**config.mk**
```make
export PLATFORM = sky130hd
export DESIGN_NAME = periph_autopoll_framer
export DESIGN_NICKNAME = d
export VERILOG_FILES = /design/src/rtl/pafr_pkg.sv /design/src/rtl/pafr_req_decode.sv /design/src/rtl/pafr_poll_timer.sv /design/src/rtl/pafr_reply_pack.sv /design/src/rtl/periph_autopoll_framer.sv
export SDC_FILE = /design/constraint.sdc
export NUM_CORES = 1
export LEC_CHECK = 0
export ABC_AREA = 0
export ABC_CLOCK_PERIOD_IN_PS = 7650
export BUFFER_PORTS_ARGS = -buffer_cell sky130_fd_sc_hd__buf_4
export CAP_MARGIN = 30
export CORE_AREA = 2 2 169 171
export CTS_BUF_LIST = sky130_fd_sc_hd__clkbuf_8
export CTS_CLUSTER_SIZE = 20
export DETAILED_ROUTE_END_ITERATION = 10
export DIE_AREA = 0 0 171 173
export GPL_TIMING_DRIVEN = 0
export PLACE_DENSITY_LB_ADDON = 0.25
export SLEW_MARGIN = 30
export SYNTH_ARGS = -nofsm -noshare
export SYNTH_HDL_FRONTEND = slang
export SYNTH_SLANG_ARGS = --single-unit
```
**constraint.sdc**
```tcl
create_clock -name clk_i -period 7.65 [get_ports clk_i]
set_clock_uncertainty 0.2 [all_clocks]
set_input_delay 0 -clock clk_i [delete_from_list [all_inputs] [get_ports clk_i]]
set_output_delay 0 -clock clk_i [all_outputs]
set_load 0.01 [all_outputs]
```
**src/rtl/pafr_pkg.sv**
```systemverilog
`timescale 1ns/1ps
package pafr_pkg;
  typedef enum logic [1:0] {ST_IDLE, ST_EXPL, ST_POLL} pafr_state_t;
  typedef enum logic [1:0] {RK_FAIL, RK_EXPL, RK_POLL} reply_kind_t;
  localparam logic [7:0] MASK_TAG0 = 8'h00;
  localparam logic [7:0] MASK_TAG1 = 8'h86;
  localparam logic       KIND_BUS  = 1'b0;
  localparam logic       KIND_OFF  = 1'b1;
endpackage

```
**src/rtl/pafr_req_decode.sv**
```systemverilog
`timescale 1ns/1ps
module pafr_req_decode #(
  parameter int unsigned MAX_REQ     = 16,
  parameter int unsigned PAYLOAD_CAP = 252,
  localparam int REQ_LEN_W = $clog2(MAX_REQ + 1)
) (
  input  logic [REQ_LEN_W-1:0]     len_i,
  input  logic [MAX_REQ*8-1:0]     data_i,
  output logic                     short_o,
  output logic                     mask_form_o,
  output logic                     mask_ok_o,
  output logic [15:0]              mask_o,
  output logic                     len_ok_o,
  output logic [7:0]               cmd_o,
  output logic [REQ_LEN_W-1:0]     pl_len_o,
  output logic [(MAX_REQ-3)*8-1:0] payload_o
);
  import pafr_pkg::*;

  logic [7:0]  b0, b1, b2, b3;
  logic [31:0] len32, avail32, decl32;

  assign b0 = data_i[7:0];
  assign b1 = data_i[15:8];
  assign b2 = data_i[23:16];
  assign b3 = data_i[31:24];

  assign len32   = 32'(len_i);
  assign avail32 = len32 - 32'd3;
  assign decl32  = {24'd0, b2};

  assign short_o     = len32 < 32'd2;
  assign mask_form_o = !short_o && (b0 == MASK_TAG0) && (b1 == MASK_TAG1);
  assign mask_ok_o   = mask_form_o && (len32 == 32'd4);
  assign mask_o      = {b2, b3};

  // declared payload must fit the bytes present and the cap
  assign len_ok_o = (len32 >= 32'd3) && (decl32 <= avail32) &&
                    (decl32 <= 32'(PAYLOAD_CAP));

  assign cmd_o     = b0;
  assign pl_len_o  = (len32 >= 32'd3) ? REQ_LEN_W'(avail32) : '0;
  assign payload_o = data_i[MAX_REQ*8-1:24];
endmodule

```
**src/rtl/pafr_poll_timer.sv**
```systemverilog
`timescale 1ns/1ps
module pafr_poll_timer #(
  parameter int unsigned PERIOD = 30,
  localparam int CW = (PERIOD > 1) ? $clog2(PERIOD) : 1
) (
  input  logic clk_i,
  input  logic rst_ni,
  input  logic arm_i,
  input  logic stop_i,
  output logic expire_o
);
  localparam logic [CW-1:0] RELOAD = CW'(PERIOD - 1);

  logic [CW-1:0] cnt_q;
  logic          run_q;

  assign expire_o = run_q && (cnt_q == '0);

  always_ff @(posedge clk_i or negedge rst_ni) begin
    if (!rst_ni) begin
      cnt_q <= '0;
      run_q <= 1'b0;
    end else if (arm_i) begin
      cnt_q <= RELOAD;
      run_q <= 1'b1;
    end else if (stop_i) begin
      run_q <= 1'b0;
    end else if (run_q) begin
      cnt_q <= expire_o ? RELOAD : cnt_q - 1'b1;
    end
  end
endmodule

```
**src/rtl/pafr_reply_pack.sv**
```systemverilog
`timescale 1ns/1ps
module pafr_reply_pack #(
  parameter int unsigned MAX_RSP = 8,
  localparam int OUT_B = MAX_RSP + 2
) (
  input  pafr_pkg::reply_kind_t kind_i,
  input  logic [7:0]            rsp_len_i,
  input  logic [MAX_RSP*8-1:0]  rsp_data_i,
  output logic [7:0]            size_o,
  output logic [OUT_B*8-1:0]    data_o,
  output logic                  nonempty_o
);
  import pafr_pkg::*;

  logic [7:0] n;
  assign n          = (rsp_len_i > 8'(MAX_RSP)) ? 8'(MAX_RSP) : rsp_len_i;
  assign nonempty_o = n != 8'd0;

  always_comb begin
    unique case (kind_i)
      RK_POLL: size_o = n;
      RK_EXPL: size_o = nonempty_o ? n + 8'd2 : 8'd1;
      default: size_o = 8'd1;
    endcase
  end

  for (genvar k = 0; k < OUT_B; k++) begin : g_byte
    logic [7:0] poll_b, expl_b;
    if (k < MAX_RSP) begin : g_p
      assign poll_b = (8'(k) < n) ? rsp_data_i[k*8 +: 8] : 8'h00;
    end else begin : g_pz
      assign poll_b = 8'h00;
    end
    if (k == 0) begin : g_h0
      assign expl_b = 8'h01;
    end else if (k == 1) begin : g_h1
      assign expl_b = n;
    end else begin : g_d
      assign expl_b = (8'(k - 2) < n) ? rsp_data_i[(k-2)*8 +: 8] : 8'h00;
    end
    assign data_o[k*8 +: 8] = (kind_i == RK_POLL) ? poll_b :
                              ((kind_i == RK_EXPL) && nonempty_o) ? expl_b : 8'h00;
  end
endmodule

```
**src/rtl/periph_autopoll_framer.sv**
```systemverilog
`timescale 1ns/1ps
module periph_autopoll_framer #(
  parameter int unsigned MAX_REQ     = 16,
  parameter int unsigned MAX_RSP     = 8,
  parameter int unsigned PAYLOAD_CAP = 252,
  parameter int unsigned CLK_KHZ     = 125000,
  parameter int unsigned POLL_MS     = 30,
  parameter bit          HAS_BUS     = 1'b1,
  localparam int REQ_LEN_W   = $clog2(MAX_REQ + 1),
  localparam int POLL_CYCLES = CLK_KHZ * POLL_MS
) (
  input  logic                         clk_i,
  input  logic                         rst_ni,
  input  logic                         req_valid_i,
  input  logic                         req_kind_i,
  input  logic [REQ_LEN_W-1:0]         req_len_i,
  input  logic [MAX_REQ*8-1:0]         req_data_i,
  input  logic                         irq_data_pending_i,
  output logic                         bus_req_o,
  output logic                         bus_poll_o,
  output logic [15:0]                  bus_mask_o,
  output logic [7:0]                   bus_cmd_o,
  output logic [REQ_LEN_W-1:0]         bus_len_o,
  output logic [(MAX_REQ-3)*8-1:0]     bus_data_o,
  input  logic                         bus_ack_i,
  input  logic [7:0]                   bus_rsp_len_i,
  input  logic [MAX_RSP*8-1:0]         bus_rsp_data_i,
  output logic [7:0]                   reply_size_o,
  output logic [(MAX_RSP+2)*8-1:0]     reply_data_o,
  output logic                         irq_data_set_o,
  output logic                         irq_auto_set_o
);
  import pafr_pkg::*;

  pafr_state_t st_q;
  logic [15:0] mask_q;

  logic                     d_short, d_mform, d_mok, d_len_ok;
  logic [15:0]              d_mask;
  logic [7:0]               d_cmd;
  logic [REQ_LEN_W-1:0]     d_pl_len;
  logic [(MAX_REQ-3)*8-1:0] d_payload;

  pafr_req_decode #(.MAX_REQ(MAX_REQ), .PAYLOAD_CAP(PAYLOAD_CAP)) u_dec (
    .len_i      (req_len_i),
    .data_i     (req_data_i),
    .short_o    (d_short),
    .mask_form_o(d_mform),
    .mask_ok_o  (d_mok),
    .mask_o     (d_mask),
    .len_ok_o   (d_len_ok),
    .cmd_o      (d_cmd),
    .pl_len_o   (d_pl_len),
    .payload_o  (d_payload)
  );

  logic take, off_go, mask_go, norm_go, expl_go, fail_go, poll_go;
  logic tmr_arm, tmr_stop, tmr_expire;
  logic has_bus;

  assign has_bus = HAS_BUS;
  assign take    = (st_q == ST_IDLE) && req_valid_i;
  assign off_go  = take && (req_kind_i == KIND_OFF) && (req_len_i == '0) && has_bus;
  assign mask_go = take && (req_kind_i == KIND_BUS) && d_mok && has_bus &&
                   (d_mask != mask_q);
  assign norm_go = take && (req_kind_i == KIND_BUS) && !d_short && !d_mform;
  assign expl_go = norm_go && has_bus && d_len_ok;
  assign fail_go = norm_go && !(has_bus && d_len_ok);
  // an incoming request or pending data skips this period's query
  assign poll_go = (st_q == ST_IDLE) && !req_valid_i && tmr_expire &&
                   !irq_data_pending_i && has_bus;

  assign tmr_arm  = mask_go && (d_mask != 16'd0);
  assign tmr_stop = off_go || (mask_go && (d_mask == 16'd0));

  pafr_poll_timer #(.PERIOD(POLL_CYCLES)) u_tmr (
    .clk_i   (clk_i),
    .rst_ni  (rst_ni),
    .arm_i   (tmr_arm),
    .stop_i  (tmr_stop),
    .expire_o(tmr_expire)
  );

  reply_kind_t                 pk_kind;
  logic [7:0]                  pk_size;
  logic [(MAX_RSP+2)*8-1:0]    pk_data;
  logic                        pk_nonempty;

  assign pk_kind = (st_q == ST_POLL) ? RK_POLL :
                   (st_q == ST_EXPL) ? RK_EXPL : RK_FAIL;

  pafr_reply_pack #(.MAX_RSP(MAX_RSP)) u_pack (
    .kind_i    (pk_kind),
    .rsp_len_i (bus_rsp_len_i),
    .rsp_data_i(bus_rsp_data_i),
    .size_o    (pk_size),
    .data_o    (pk_data),
    .nonempty_o(pk_nonempty)
  );

  logic done;
  assign done = bus_ack_i && (st_q != ST_IDLE);

  always_ff @(posedge clk_i or negedge rst_ni) begin
    if (!rst_ni) begin
      st_q           <= ST_IDLE;
      mask_q         <= 16'd0;
      bus_req_o      <= 1'b0;
      bus_poll_o     <= 1'b0;
      bus_cmd_o      <= 8'd0;
      bus_len_o      <= '0;
      bus_data_o     <= '0;
      reply_size_o   <= 8'd0;
      reply_data_o   <= '0;
      irq_data_set_o <= 1'b0;
      irq_auto_set_o <= 1'b0;
    end else begin
      irq_data_set_o <= 1'b0;
      irq_auto_set_o <= 1'b0;
      if (fail_go) begin
        reply_size_o   <= pk_size;
        reply_data_o   <= pk_data;
        irq_data_set_o <= 1'b1;
      end
      if (mask_go) mask_q <= d_mask;
      if (off_go)  mask_q <= 16'd0;
      if (expl_go) begin
        st_q       <= ST_EXPL;
        bus_req_o  <= 1'b1;
        bus_poll_o <= 1'b0;
        bus_cmd_o  <= d_cmd;
        bus_len_o  <= d_pl_len;
        bus_data_o <= d_payload;
      end
      if (poll_go) begin
        st_q       <= ST_POLL;
        bus_req_o  <= 1'b1;
        bus_poll_o <= 1'b1;
      end
      if (done) begin
        st_q      <= ST_IDLE;
        bus_req_o <= 1'b0;
        if (st_q == ST_EXPL) begin
          reply_size_o   <= pk_size;
          reply_data_o   <= pk_data;
          irq_data_set_o <= 1'b1;
        end else if (pk_nonempty) begin
          reply_size_o   <= pk_size;
          reply_data_o   <= pk_data;
          irq_data_set_o <= 1'b1;
          irq_auto_set_o <= 1'b1;
        end
      end
    end
  end

  assign bus_mask_o = mask_q;
endmodule

```
* After elaboration in Yosys (flattened, before gate mapping) *
Cells that the tools add are included.

operators by class
  reductions and logical operators = 43
  muxes and demuxes = 65
  add/sub/neg operators = 3
  order comparisons = 13
  bitwise logic cells = 1
  equality and inequality tests = 8

operator list
  operator                 number
  $mux W80                 4
  $mux W8                  33
  $mux W22                 4
  $le A8 B32 Y1            1
  $lt A3 B8 Y1 const A     4
  $mux W16                 2
  $logic_and A1 B1 Y1      23
  $logic_not A22 Y1        1
  $sub A22 B1 Y22 const B  1
  $logic_not A16 Y1        1
  $lt A1 B8 Y1 const A     2
  $lt A2 B8 Y1 const A     2
  $mux W1                  16
  $ne A16 B16 Y1           1
  $pmux W8 S2              1
  $reduce_bool A16 Y1      1
  $reduce_bool A2 Y1       5
  $add A8 B2 Y8 const B    1
  $eq A8 B8 Y1 const B     1
  $gt A8 B4 Y1 const B     1
  $le A8 B8 Y1 const B     1
  $logic_not A8 Y1         1
  $mux W2                  4
  $reduce_bool A8 Y1       1
  15 further kinds         21

word-level totals
  register bits = 250
  input port bits = 211
  logic and storage cells = 146

* Depth between registers and ports, before layout *
Gate-level depths: netlist (run 1).

  word-level depth = 11
  depth in mapped cells = 12
  depth with buffers taken out = 11

* Modules after synthesis *
Synthesis (run 1) repeated with hierarchy kept, for this count alone.

unflattened totals
  cell total of the unflattened synthesis = 1016
  area, all modules = 12530.8 um^2

by module, submodules not included
  module                  times used  area each (um^2)  cells each
  periph_autopoll_framer  1           8903.5            561
  pafr_req_decode         1           1338.8            179
  pafr_poll_timer         1           1201.2            125
  pafr_reply_pack         1           1087.3            151

* Worst setup path before layout (run 1) *
No wires, ideal clock.

  kind = input to register
  start point = input port req_len_i[0]
  end point = register bus_cmd_o[6]
  arrival time = 2.452 ns
  slack = 4.874 ns
  cell stages on the path = 10
  buffers on the path = 2
  library setup time = 0.125 ns
  cell sequence = ha_1 -> xor2_1 -> ha_1 -> a21o_1 -> a211o_1 -> a211o_1 -> a21oi_1 -> buf_2 -> buf_2 -> mux2_2

between the ends
  cells in the longest elaborated chain, start to end = 7
  elaborated cells on any way between the ends = 13
  classes of those cells = add/sub: 1; order compare: 3; reduce/logical: 9

RTL lines
  what                                                   line                           source
  from (decl)                                            periph_autopoll_framer.sv:16   input logic [REQ_LEN_W-1:0] req_len_i,
  branches (longest 6 deep; another with $le A8 B32 Y1)  n/a
  $logic_and A1 B1 Y1 *                                  periph_autopoll_framer.sv:67   assign expl_go = norm_go && has_bus && d_len_ok;
  to (signal assigned)                                   periph_autopoll_framer.sv:131  bus_cmd_o <= d_cmd;
  to (decl)                                              periph_autopoll_framer.sv:22   output logic [7:0] bus_cmd_o,

Mark *: on every way between the ends.
A chain may end at the register's enable or synchronous reset.

* Worst setup path in the final report (run 1) *
  start point = input port req_len_i[0]
  end point = register bus_len_o[4]

between the ends
  cells in the longest elaborated chain, start to end = 7
  elaborated cells on any way between the ends = 14
  classes of those cells = add/sub: 1; order compare: 3; mux: 1; reduce/logical: 9

RTL lines
  what                                                   line                           source
  branches (longest 7 deep; another with $le A8 B32 Y1)  n/a
  to (signal assigned)                                   periph_autopoll_framer.sv:132  bus_len_o <= d_pl_len;
  to (decl)                                              periph_autopoll_framer.sv:23   output logic [REQ_LEN_W-1:0] bus_len_o,

Several ways; the timed one is not identified.

==> results of run 1 <==
## cell usage after synthesis, types with 7 or more instances
master,n
sky130_fd_sc_hd__a21oi_1,23
sky130_fd_sc_hd__a221oi_1,16
sky130_fd_sc_hd__a31oi_1,7
sky130_fd_sc_hd__a32o_1,17
sky130_fd_sc_hd__a32oi_1,32
sky130_fd_sc_hd__and2_1,9
sky130_fd_sc_hd__buf_2,21
sky130_fd_sc_hd__buf_4,11
sky130_fd_sc_hd__clkbuf_1,22
sky130_fd_sc_hd__dfrtp_1,250
sky130_fd_sc_hd__ha_1,16
sky130_fd_sc_hd__inv_1,24
sky130_fd_sc_hd__mux2_2,115
sky130_fd_sc_hd__nand2_1,104
sky130_fd_sc_hd__nand3_1,12
sky130_fd_sc_hd__nand4_1,8
sky130_fd_sc_hd__nor2_1,63
sky130_fd_sc_hd__nor3_1,13
sky130_fd_sc_hd__nor4_1,14
sky130_fd_sc_hd__o21ai_0,56
sky130_fd_sc_hd__o21ai_1,7
sky130_fd_sc_hd__o31ai_1,8
sky130_fd_sc_hd__xor2_1,17
## final cells by class
type	count	area share (%)
inverters	25	0.518
diodes	8	0.111
repair buffers	670	31.4
plain buffers	55	1.51
clock buffers	55	4.18
flip-flops and latches	250	34.5
well taps	378	2.61
multi-input cells	624	24.5
clock inverters	23	0.580
## routing by layer
metal	up-vias	wire length [um]	global-route usage [%]
met4	0	1740	12.5
met2	507	21700	50.5
li1	4935	-	-
met1	5229	15200	30.0
met3	114	3560	8.10
met5	-	0	0
## per-stage QoR
step | hold WS (ns) | cells | util (%) | setup slack (ns)
after floorplan | -0.496 | 954 | - | 4.87
after global placement | 0.0280 | 1765 | 53.5 | 4.03
after detailed placement | -0.284 | 1768 | 53.9 | 3.99
after CTS | 0.00919 | 2080 | 65.5 | 3.61
after global routing | 0.00584 | 2086 | 65.5 | 3.41
final | 0.00510 | 2088 | 65.6 | 3.64
## flip-flops by register name, summed over array words and instances, names as in the netlist
register / cells
irq_auto_set_o: 1
u_tmr.run_q: 1
bus_data_o: 104
u_tmr.cnt_q: 22
bus_poll_o: 1
reply_size_o: 8
bus_mask_o: 16
bus_len_o: 5
st_q: 2
bus_req_o: 1
bus_cmd_o: 8
irq_data_set_o: 1
reply_data_o: 80
## worst reg2reg max path: cells and delay by family, from the launching register on
family | cells | cell delay [ns]
buffers and inverters | 4 | 1.35
AND/OR/NAND/NOR | 4 | 0.65
AO/OA/AOI/OAI | 2 | 0.59
adder cells (fa/ha/maj) | 1 | 0.27
flip-flops | 1 | 0.42
## report_power, final
group | switching (uW) | leakage (uW) | total [uW] | internal, uW
clock network | 568 | 0.000495 | 1220 | 648
registers | 309 | 0.00318 | 2140 | 1830
logic | 1050 | 0.00498 | 2250 | 1200
total | 1930 | 0.00865 | 5600 | 3670
## final timing paths
path,startpoint,end,cells after the start
min in group asynchronous,rst_ni,reply_data_o[39],4
hold reg to reg,reply_size_o[1],reply_size_o[1],2
max in group asynchronous,rst_ni,bus_cmd_o[1],5
hold / removal,bus_rsp_len_i[3],irq_auto_set_o,4
setup / recovery,req_len_i[0],bus_len_o[4],14
setup reg to reg,st_q[0],bus_len_o[4],11
## cells by family (layout without fill, tap and decap cells)
logic type / count (synthesis) / after routing
mux: 117 / 117
simple gates: 259 / 259
other cells: 0 / 8
compound gates: 211 / 211
buf+inv: 80 / 828
flops: 250 / 250
xor+xnor: 21 / 21
fa+ha+maj: 16 / 16
==> results.toml, run 1 <==
[status]
status = "complete, no violations"

[timing]
fmaxAchievable_mhz = 249
setup_violations = 0
rsz_0062_raised_after_global_routing = "no"
drv_slew = 0
finalHoldViolations = 0
tns_ns = 0
timing.slew.headroom_pct = 46.7
period_share_pct = 52.4
final_period_minus_worst_setup_slack_ns = 4.01
tightestPinTransition_ns = 0.800

[finish]
flow.area_growth_from_synthesis_pct = 63.7
layout_commonest_cell = "sky130_fd_sc_hd__buf_4"
nFillCells = 2105
multi_input_comb_area_sq_mm = 0.00444
mostFrequentLayoutCells = "sky130_fd_sc_hd__buf_4 (443), sky130_fd_sc_hd__dfrtp_1 (250), sky130_fd_sc_hd__dlygate4sd3_1 (233), sky130_fd_sc_hd__mux2_2 (115), sky130_fd_sc_hd__nand2_1 (104)"
seq_area_sq_mm = 0.00626
final_layout_size_suffix_gt1_share_pct = 38.8
final_nets = 1898
finish.instance_area_sq_mm = 0.0181

[setup_path]
data_required_time_at_the_worst_endpoint_ns = 7.91
path_class = "input port to flop"
critPathSlowestCell = "sky130_fd_sc_hd__dlygate4sd3_1"
cp.buffers_inverters = 5
cpLargestDelayFamily = "buffers and inverters"
cp-start-kind = "input port"
timing.critical_path.to_type = "flop"
cp_max_fo = 10
worstPathCellList = "dlygate4sd3_1, buf_4, ha_1, xor2_1, ha_1, a21o_1, a211o_1, a211o_1, a21oi_1, buf_2, buf_2, nand3b_1, dlygate4sd3_1, o21ai_0"
cp_slowest_stage_delay_ns = 0.58
critPathArrivalTime_ns = 4.28
ff2ff_setup_slack_ns = 4.10

[global_route]
track_usage_pct = 28.0
grt_max_degree = 84
first_pass_grt_wire_length_um = 64600
global_route.overflow_total = 0
antenna_found_initial = 8
vias_in_the_first_global_route = 11600

[synth]
synth-warning-count = 0
yosys.cell_types.count = 66
synth-compound-area-share_pct = 13.7
post_synth_main_area_contributors = "sky130_fd_sc_hd__dfrtp_1 (57%), sky130_fd_sc_hd__mux2_2 (12%), sky130_fd_sc_hd__nand2_1 (3.5%)"
synth_area_sq_mm = 0.0111
synth-seq-cells = 250
mux_contribution_to_synthesized_area_pct = 11.9
synth-adder-area-share_pct = 1.81
xor_xnor_share_of_the_synthesized_area_pct = 1.66
synth-main-ff-cell = "sky130_fd_sc_hd__dfrtp_1"
synth_cells = 954
number_of_nets_produced_by_synthesis = 1181
postSynth.asyncResetShare_pct = 100
synth-edff-count = 0
yosysSeqAreaShare_pct = 56.5
synth-simple-area-share_pct = 11.1
synth_area_per_cell_sq_um = 11.6
netlist.top_cell.by_area = "sky130_fd_sc_hd__dfrtp_1"
post-synth-top-area-fraction_pct = 56.5
largest_family_of_logic_cells_by_synthesized_area = "compound AO/OA/AOI/OAI gates"

[clock_network]
post_cts_buffers = 0
cts_tree = "built"
ctsLongestPathBuffers = 3
clk_pin_slew_worst_paths_ns = 0.06
cts_inserted_buffers = 45
cts_hold_buf = 234
root_buffer = "sky130_fd_sc_hd__clkbuf_8"
ctsResizeCount = 0
cts_num_sinks = 250
clkLatencyLatePin_ns = 0.55
cts.htree.levels = 2

[drt]
vias = 10800
route.detailed.wl_per_inst_um = 20.2
drt-total-wl_um = 42300
antenna_left = 0
detail_route.iter0.violations = 649
drt-pass1-iter-count = 5
post-route-drc-count = 0
via_per_inst = 5.17

[power_and_ir_drop]
power_dens_cells_mw_per_mm2 = 309
static_power_due_to_leakage_uw = 0.00865
power_uw = 5600
worst_ir_drop_vdd_v = 0.000199

[floorplanning]
rows = 61
die_w_um = 171
initial_core_util_pct = 40.1
core-area_sq_mm = 0.0276
floorplan.die_area_sq_mm = 0.0296
die_height_um = 173
io-pin-count = 436

[placed_design]
place.gp.congestion = 0.866
place.detailed.hpwl_um = 29200
placed_instance_area_sq_mm = 0.0149
port-buffer-count = 433

[flow_run]
max_cap_violations = 0

[hold_path]
worstHoldPathType = "input port to flop"
Power figures use the tool's default switching activity.
==> run 2, diff against run 1 <==
--- a/config.mk
+++ b/config.mk
@@ -6,14 +6,14 @@
 export NUM_CORES = 1
 export LEC_CHECK = 0
 export ABC_AREA = 0
-export ABC_CLOCK_PERIOD_IN_PS = 7650
+export ABC_CLOCK_PERIOD_IN_PS = 3400
 export BUFFER_PORTS_ARGS = -buffer_cell sky130_fd_sc_hd__buf_4
 export CAP_MARGIN = 30
-export CORE_AREA = 2 2 169 171
+export CORE_AREA = 2 2 168 170
 export CTS_BUF_LIST = sky130_fd_sc_hd__clkbuf_8
 export CTS_CLUSTER_SIZE = 20
 export DETAILED_ROUTE_END_ITERATION = 10
-export DIE_AREA = 0 0 171 173
+export DIE_AREA = 0 0 170 172
 export GPL_TIMING_DRIVEN = 0
 export PLACE_DENSITY_LB_ADDON = 0.25
 export SLEW_MARGIN = 30
==> constraint.sdc (replaced) <==
create_clock -name clk_i -period 3.4 [get_ports clk_i]
set_clock_uncertainty 0.2 [all_clocks]
set_input_delay 0 -clock clk_i [delete_from_list [all_inputs] [get_ports clk_i]]
set_output_delay 0 -clock clk_i [all_outputs]
set_load 0.01 [all_outputs]
==> run 2 against run 1 <==
Wire length grew 0.39%. Highest routed layer unchanged. Critical path type unchanged. Largest power group unchanged. Setup slack got worse by 3.5 ns. Register-to-register slack got worse by 3.9 ns. Die area decreased by 1.2%. The run now ends with negative hold slack left.
==> results.toml, run 2 (synthesized netlist as in run 1, its figures left out) <==
[drt]
post-route-drc-count = 0
via_per_inst = 5.38
drt-total-wl_um = 42400
antenna_left = 0
route.detailed.wl_per_inst_um = 20.7
drt-pass1-iter-count = 6
detail_route.iter0.violations = 656
vias = 11000

[clock_network]
ctsLongestPathBuffers = 3
cts_inserted_buffers = 43
cts_num_sinks = 250
cts.htree.levels = 2
root_buffer = "sky130_fd_sc_hd__clkbuf_8"
clk_pin_slew_worst_paths_ns = 0.06
clkLatencyLatePin_ns = 0.54
cts_tree = "built"

[timing]
setup_violations = 0
fmaxAchievable_mhz = 311
final_period_minus_worst_setup_slack_ns = 3.22
period_share_pct = 94.7
timing.slew.headroom_pct = 45.9
tightestPinTransition_ns = 0.806
whs_ns = -0.0199
finalHoldViolations = 1
rsz_0062_raised_after_global_routing = "no"
drv_slew = 0
worst_slack_ns = 0.180

[hold_path]
worstHoldPathType = "input port to flop"

[flow_run]
max_cap_violations = 0

[finish]
final_nets = 1893
mostFrequentLayoutCells = "sky130_fd_sc_hd__buf_4 (445), sky130_fd_sc_hd__dfrtp_1 (250), sky130_fd_sc_hd__dlygate4sd3_1 (228), sky130_fd_sc_hd__mux2_2 (115), sky130_fd_sc_hd__nand2_1 (104)"
final_cells = 2045
largestRegisters = "bus_data_o x104, reply_data_o x80, u_tmr.cnt_q x22"
largest_register_ff_count = 104
flow.area_growth_from_synthesis_pct = 62.9
layout_commonest_cell = "sky130_fd_sc_hd__buf_4"
largest_register = "bus_data_o"
final_layout_size_suffix_gt1_share_pct = 38.7

[floorplanning]
die_height_um = 172
rows = 61
floorplan.die_area_sq_mm = 0.0292
core-area_sq_mm = 0.0275
initial_core_util_pct = 40.3
io-pin-count = 436
die_w_um = 170

[global_route]
grt.met3_usage_pct = 8.03
antenna_found_initial = 4
grt_use_met1_pct = 30.9
gr-usage-met2_pct = 49.7
first_pass_grt_wire_length_um = 63400
highest_utilization_routing_layer_at_the_global_route_stage = "met2"
grt_max_degree = 85
track_usage_pct = 27.9
global_route.overflow_total = 0
vias_in_the_first_global_route = 11400

[status]
status = "complete, but fails checks"
violations = "negative hold slack"

[setup_path]
data_required_time_at_the_worst_endpoint_ns = 3.67
cp_max_fo = 10
path_class = "input port to flop"
cpMostUsedCell = "sky130_fd_sc_hd__buf_4"
cp_slowest_stage_delay_ns = 0.58
critPathArrivalTime_ns = 3.49
worstPathCellList = "dlygate4sd3_1, buf_4, ha_1, and4b_1, a211o_1, a211o_1, a41oi_4, buf_4, buf_4, nand2_1, o31ai_1, dlygate4sd3_1"
cp-start-kind = "input port"
critPathSlowestCell = "sky130_fd_sc_hd__dlygate4sd3_1"
timing.critical_path.to_type = "flop"

[placed_design]
place.gp.congestion = 0.908
port-buffer-count = 433
setup_slack_at_placement_ns = -0.361
place_inst = 1736
place.detailed.hpwl_um = 28900

[power_and_ir_drop]
power_uw = 12600
worst_ir_drop_vdd_v = 0.000493
static_power_due_to_leakage_uw = 0.00863
power_dens_cells_mw_per_mm2 = 700
-- run 2: what timing repair did --
| item | in CTS | in global routing |
|---|---|---|
| setup buffers | 0 | 2 |
| endpoints found under the setup margin | 0 | 68 |
| gates resized for setup | 0 | 2 |
| hold endpoints to repair | 476 | 0 |
| hold buffers | 229 | 0 |
-- run 2: worst paths after layout --
check / to / slack, ns / depth (start not counted) / start
setup / recovery: reply_data_o[14] / 0.18 / 12 / req_data_i[19]
hold / removal: u_tmr.run_q / -0.02 / 7 / req_data_i[8]
setup reg to reg: reply_data_o[16] / 0.21 / 9 / st_q[0]
hold reg to reg: reply_size_o[3] / 0.26 / 2 / reply_size_o[3]
max in group asynchronous: bus_data_o[90] / 1.89 / 5 / rst_ni
min in group asynchronous: bus_len_o[4] / 0.43 / 4 / rst_ni
-- run 2: area by class of cell --
cell class	count	area [sq um]
fillers	2060	9450
flip-flops and latches	250	6260
repair buffers	667	5660
multi-input cells	624	4450
clock buffers	49	674
well taps	346	433
plain buffers	55	274
clock inverters	22	171
inverters	25	93.8
diodes	7	17.5
-- run 2: critical path, delay by kind of cell --
kind            cells  cell delay, ns
compound gates      4            1.09
fa+ha+maj           1            0.33
buf+inv             5            1.79
simple gates        2            0.28
-- run 2: power by group --
group / internal, uW / switching [uW]
clock network: 1530 / 1260
logic: 2670 / 2380
registers: 4110 / 680
-- run 2: through the flow --
step / cell area, sq um / TNS, ns / hold WS (ns) / util (%)
CTS: 18000 / 0 / 0.0000775 / 65.5
detailed placement: 14800 / -21.69 / -0.283 / 54.0
finish: 18000 / 0 / -0.0199 / 65.6
global route: 18000 / 0 / 0.00628 / 65.6
global placement: 14700 / -14.81 / 0.0337 / 53.7
floorplan: 11100 / 0 / -0.496 / -
-- run 2: routing by layer --
| layer | part of all wire [%] | wire length (um) |
|---|---|---|
| met3 | 8.8 | 3730 |
| met5 | 0 | 0 |
| met1 | 36 | 15400 |
| met4 | 4.3 | 1810 |
| met2 | 51 | 21500 |
==> run 3, diff against run 2 <==
--- a/config.mk
+++ b/config.mk
@@ -6,15 +6,14 @@
 export NUM_CORES = 1
 export LEC_CHECK = 0
 export ABC_AREA = 0
-export ABC_CLOCK_PERIOD_IN_PS = 3400
+export ABC_CLOCK_PERIOD_IN_PS = 3800
 export BUFFER_PORTS_ARGS = -buffer_cell sky130_fd_sc_hd__buf_4
 export CAP_MARGIN = 30
-export CORE_AREA = 2 2 168 170
+export CORE_AREA = 2 2 169 171
 export CTS_BUF_LIST = sky130_fd_sc_hd__clkbuf_8
 export CTS_CLUSTER_SIZE = 20
 export DETAILED_ROUTE_END_ITERATION = 10
-export DIE_AREA = 0 0 170 172
-export GPL_TIMING_DRIVEN = 0
+export DIE_AREA = 0 0 171 173
 export PLACE_DENSITY_LB_ADDON = 0.25
 export SLEW_MARGIN = 30
 export SYNTH_ARGS = -nofsm -noshare
==> constraint.sdc (replaced) <==
create_clock -name clk_i -period 3.8 [get_ports clk_i]
set_clock_uncertainty 0.2 [all_clocks]
set_input_delay 0 -clock clk_i [delete_from_list [all_inputs] [get_ports clk_i]]
set_output_delay 0 -clock clk_i [all_outputs]
set_load 0.01 [all_outputs]
==> run 3 against run 2 <==
The flow now finishes without violations. Utilization rose by 0.82 points. Global-route usage is 0.19 points lower. Combinational power decreased by 10%. Critical endpoint is now reply_data_o[43].
==> results.toml, run 3 (synthesized netlist as in run 1, its figures left out) <==
[drt]
vias = 10800
detail_route.iter0.violations = 693
met2_length_um = 21100
route.detailed.wl_per_inst_um = 20.3
top_layer = "met4"
via_per_inst = 5.22
detailroute.wirelength.met3_um = 3310
antenna_left = 0
post-route-drc-count = 0
drt-pass1-iter-count = 5
routedLengthMet1_um = 15700
drt-total-wl_um = 42100

[clock_network]
cts_num_sinks = 250
clk_pin_slew_worst_paths_ns = 0.06
root_buffer = "sky130_fd_sc_hd__clkbuf_8"
ctsLongestPathBuffers = 3
cts.htree.levels = 2
clkLatencyLatePin_ns = 0.56
cts_tree = "built"
cts_inserted_buffers = 44

[floorplanning]
die_w_um = 171
rows = 61
initial_core_util_pct = 40.1
core-area_sq_mm = 0.0276
io-pin-count = 436
die_height_um = 173
floorplan.die_area_sq_mm = 0.0296

[status]
status = "complete, no violations"

[finish]
largest_register_ff_count = 104
largestRegisters = "bus_data_o x104, reply_data_o x80, u_tmr.cnt_q x22"
finish.instance_area_sq_mm = 0.0184
largest_register = "bus_data_o"
mostFrequentLayoutCells = "sky130_fd_sc_hd__buf_4 (443), sky130_fd_sc_hd__dlygate4sd3_1 (264), sky130_fd_sc_hd__dfrtp_1 (250), sky130_fd_sc_hd__mux2_2 (115), sky130_fd_sc_hd__nand2_1 (104)"
layout_commonest_cell = "sky130_fd_sc_hd__buf_4"
nFillCells = 2018
multi_input_comb_area_sq_mm = 0.00446
flow.area_growth_from_synthesis_pct = 65.9
final_nets = 1885
seq_area_sq_mm = 0.00626
final_layout_size_suffix_gt1_share_pct = 37.9

[global_route]
track_usage_pct = 27.7
vias_in_the_first_global_route = 11300
antenna_found_initial = 9
grt_max_degree = 100
global_route.overflow_total = 0
first_pass_grt_wire_length_um = 64300

[timing]
final_period_minus_worst_setup_slack_ns = 3.67
tns_ns = 0
finalHoldViolations = 0
drv_slew = 0
fmaxAchievable_mhz = 272
period_share_pct = 96.6
tightestPinTransition_ns = 0.848
timing.slew.headroom_pct = 43.1
setup_violations = 0
rsz_0062_raised_after_global_routing = "no"

[hold_path]
worstHoldPathType = "input port to flop"
hold_depth = 3
hold_startpoint = "req_data_i[107]"
min_to = "bus_data_o[83]"

[placed_design]
placed_instance_area_sq_mm = 0.0147
place.gp.congestion = 0.879
port-buffer-count = 435
place.detailed.hpwl_um = 26700

[setup_path]
critPathArrivalTime_ns = 3.94
timing.critical_path.to_type = "flop"
worst_r2r_endpoint = "bus_len_o[4]"
critical_path.reg2reg.startpoint = "st_q[1]"
worstRegToRegCells = 11
cp_max_fo = 41
data_required_time_at_the_worst_endpoint_ns = 4.07
cp-start-kind = "input port"
path_class = "input port to flop"
ff2ff_setup_slack_ns = 0.29

[power_and_ir_drop]
static_power_due_to_leakage_uw = 0.00872
power_dens_cells_mw_per_mm2 = 631
worst_ir_drop_vdd_v = 0.000350

[flow_run]
max_cap_violations = 0
-- run 3: critical path, stage by stage --
cell and delay, ns:
sky130_fd_sc_hd__dlygate4sd3_1 0.54, sky130_fd_sc_hd__buf_4 0.13, sky130_fd_sc_hd__or4_4 0.47, sky130_fd_sc_hd__dlygate4sd3_1 0.64, sky130_fd_sc_hd__nor4_4 0.41, sky130_fd_sc_hd__a21oi_1 0.20, sky130_fd_sc_hd__a41oi_4 0.30, sky130_fd_sc_hd__buf_4 0.43
sky130_fd_sc_hd__a221oi_1 0.10, sky130_fd_sc_hd__dlygate4sd3_1 0.61, sky130_fd_sc_hd__nor2_1 0.08
-- run 3: repair_timing --
| action | in CTS | in global routing |
|---|---|---|
| gates resized for setup | 0 | 2 |
| hold buffers | 265 | 0 |
| buffers inserted | 0 | 0 |
| endpoints found under the setup margin | 0 | 8 |
| endpoints found under the hold margin | 442 | 0 |
-- run 3: per-layer routing --
layer  track usage (%)  vias to the layer above
li1                  -                     4928
met4              13.7                        0
met1              31.5                     5296
met5                 0                        -
met3              7.10                      124
met2              48.2                      499
-- run 3: layout make-up --
class / instances / share of cell area (%)
Sequential cell: 250 / 34.1
Clock inverter: 21 / 0.777
Multi-Input combinational cell: 624 / 24.3
Inverter: 25 / 0.511
Antenna cell: 8 / 0.109
Tap cell: 378 / 2.58
Timing Repair Buffer: 713 / 33.2
Clock buffer: 60 / 4.50
-- run 3: stage by stage --
step	worst slack (ns)	utilization (%)	instances	hold slack [ns]	total power [uW]
final	0.129	66.4	2079	0.0280	11600
after global routing	0.0298	66.4	2077	0.0184	12200
after CTS	0.0308	66.4	2071	0.000736	11500
after detailed placement	0.549	53.2	1725	-0.110	8380
after global placement	0.647	53.2	1725	-0.106	8280
after floorplan	1.02	-	954	-0.496	6030
-- run 3: where the power goes --
group / internal [uW] / switching, uW / leakage (uW) / total, uW
clock: 1540 / 1180 / 0.000552 / 2720
sequential: 3680 / 645 / 0.00318 / 4320
combinational: 2450 / 2100 / 0.00499 / 4540
-- run 3: worst max path at each step --
stage / from / endpoint / slack [ns]
3_3_place_gp: req_len_i[0] / reply_data_o[68] / 0.65
2_1_floorplan: req_len_i[0] / bus_cmd_o[6] / 1.02
6_report: bus_rsp_len_i[5] / reply_data_o[43] / 0.13
3_5_place_dp: req_len_i[0] / reply_data_o[68] / 0.55
4_1_cts: req_len_i[4] / reply_data_o[77] / 0.03
5_1_grt: req_len_i[1] / reply_data_o[78] / 0.03
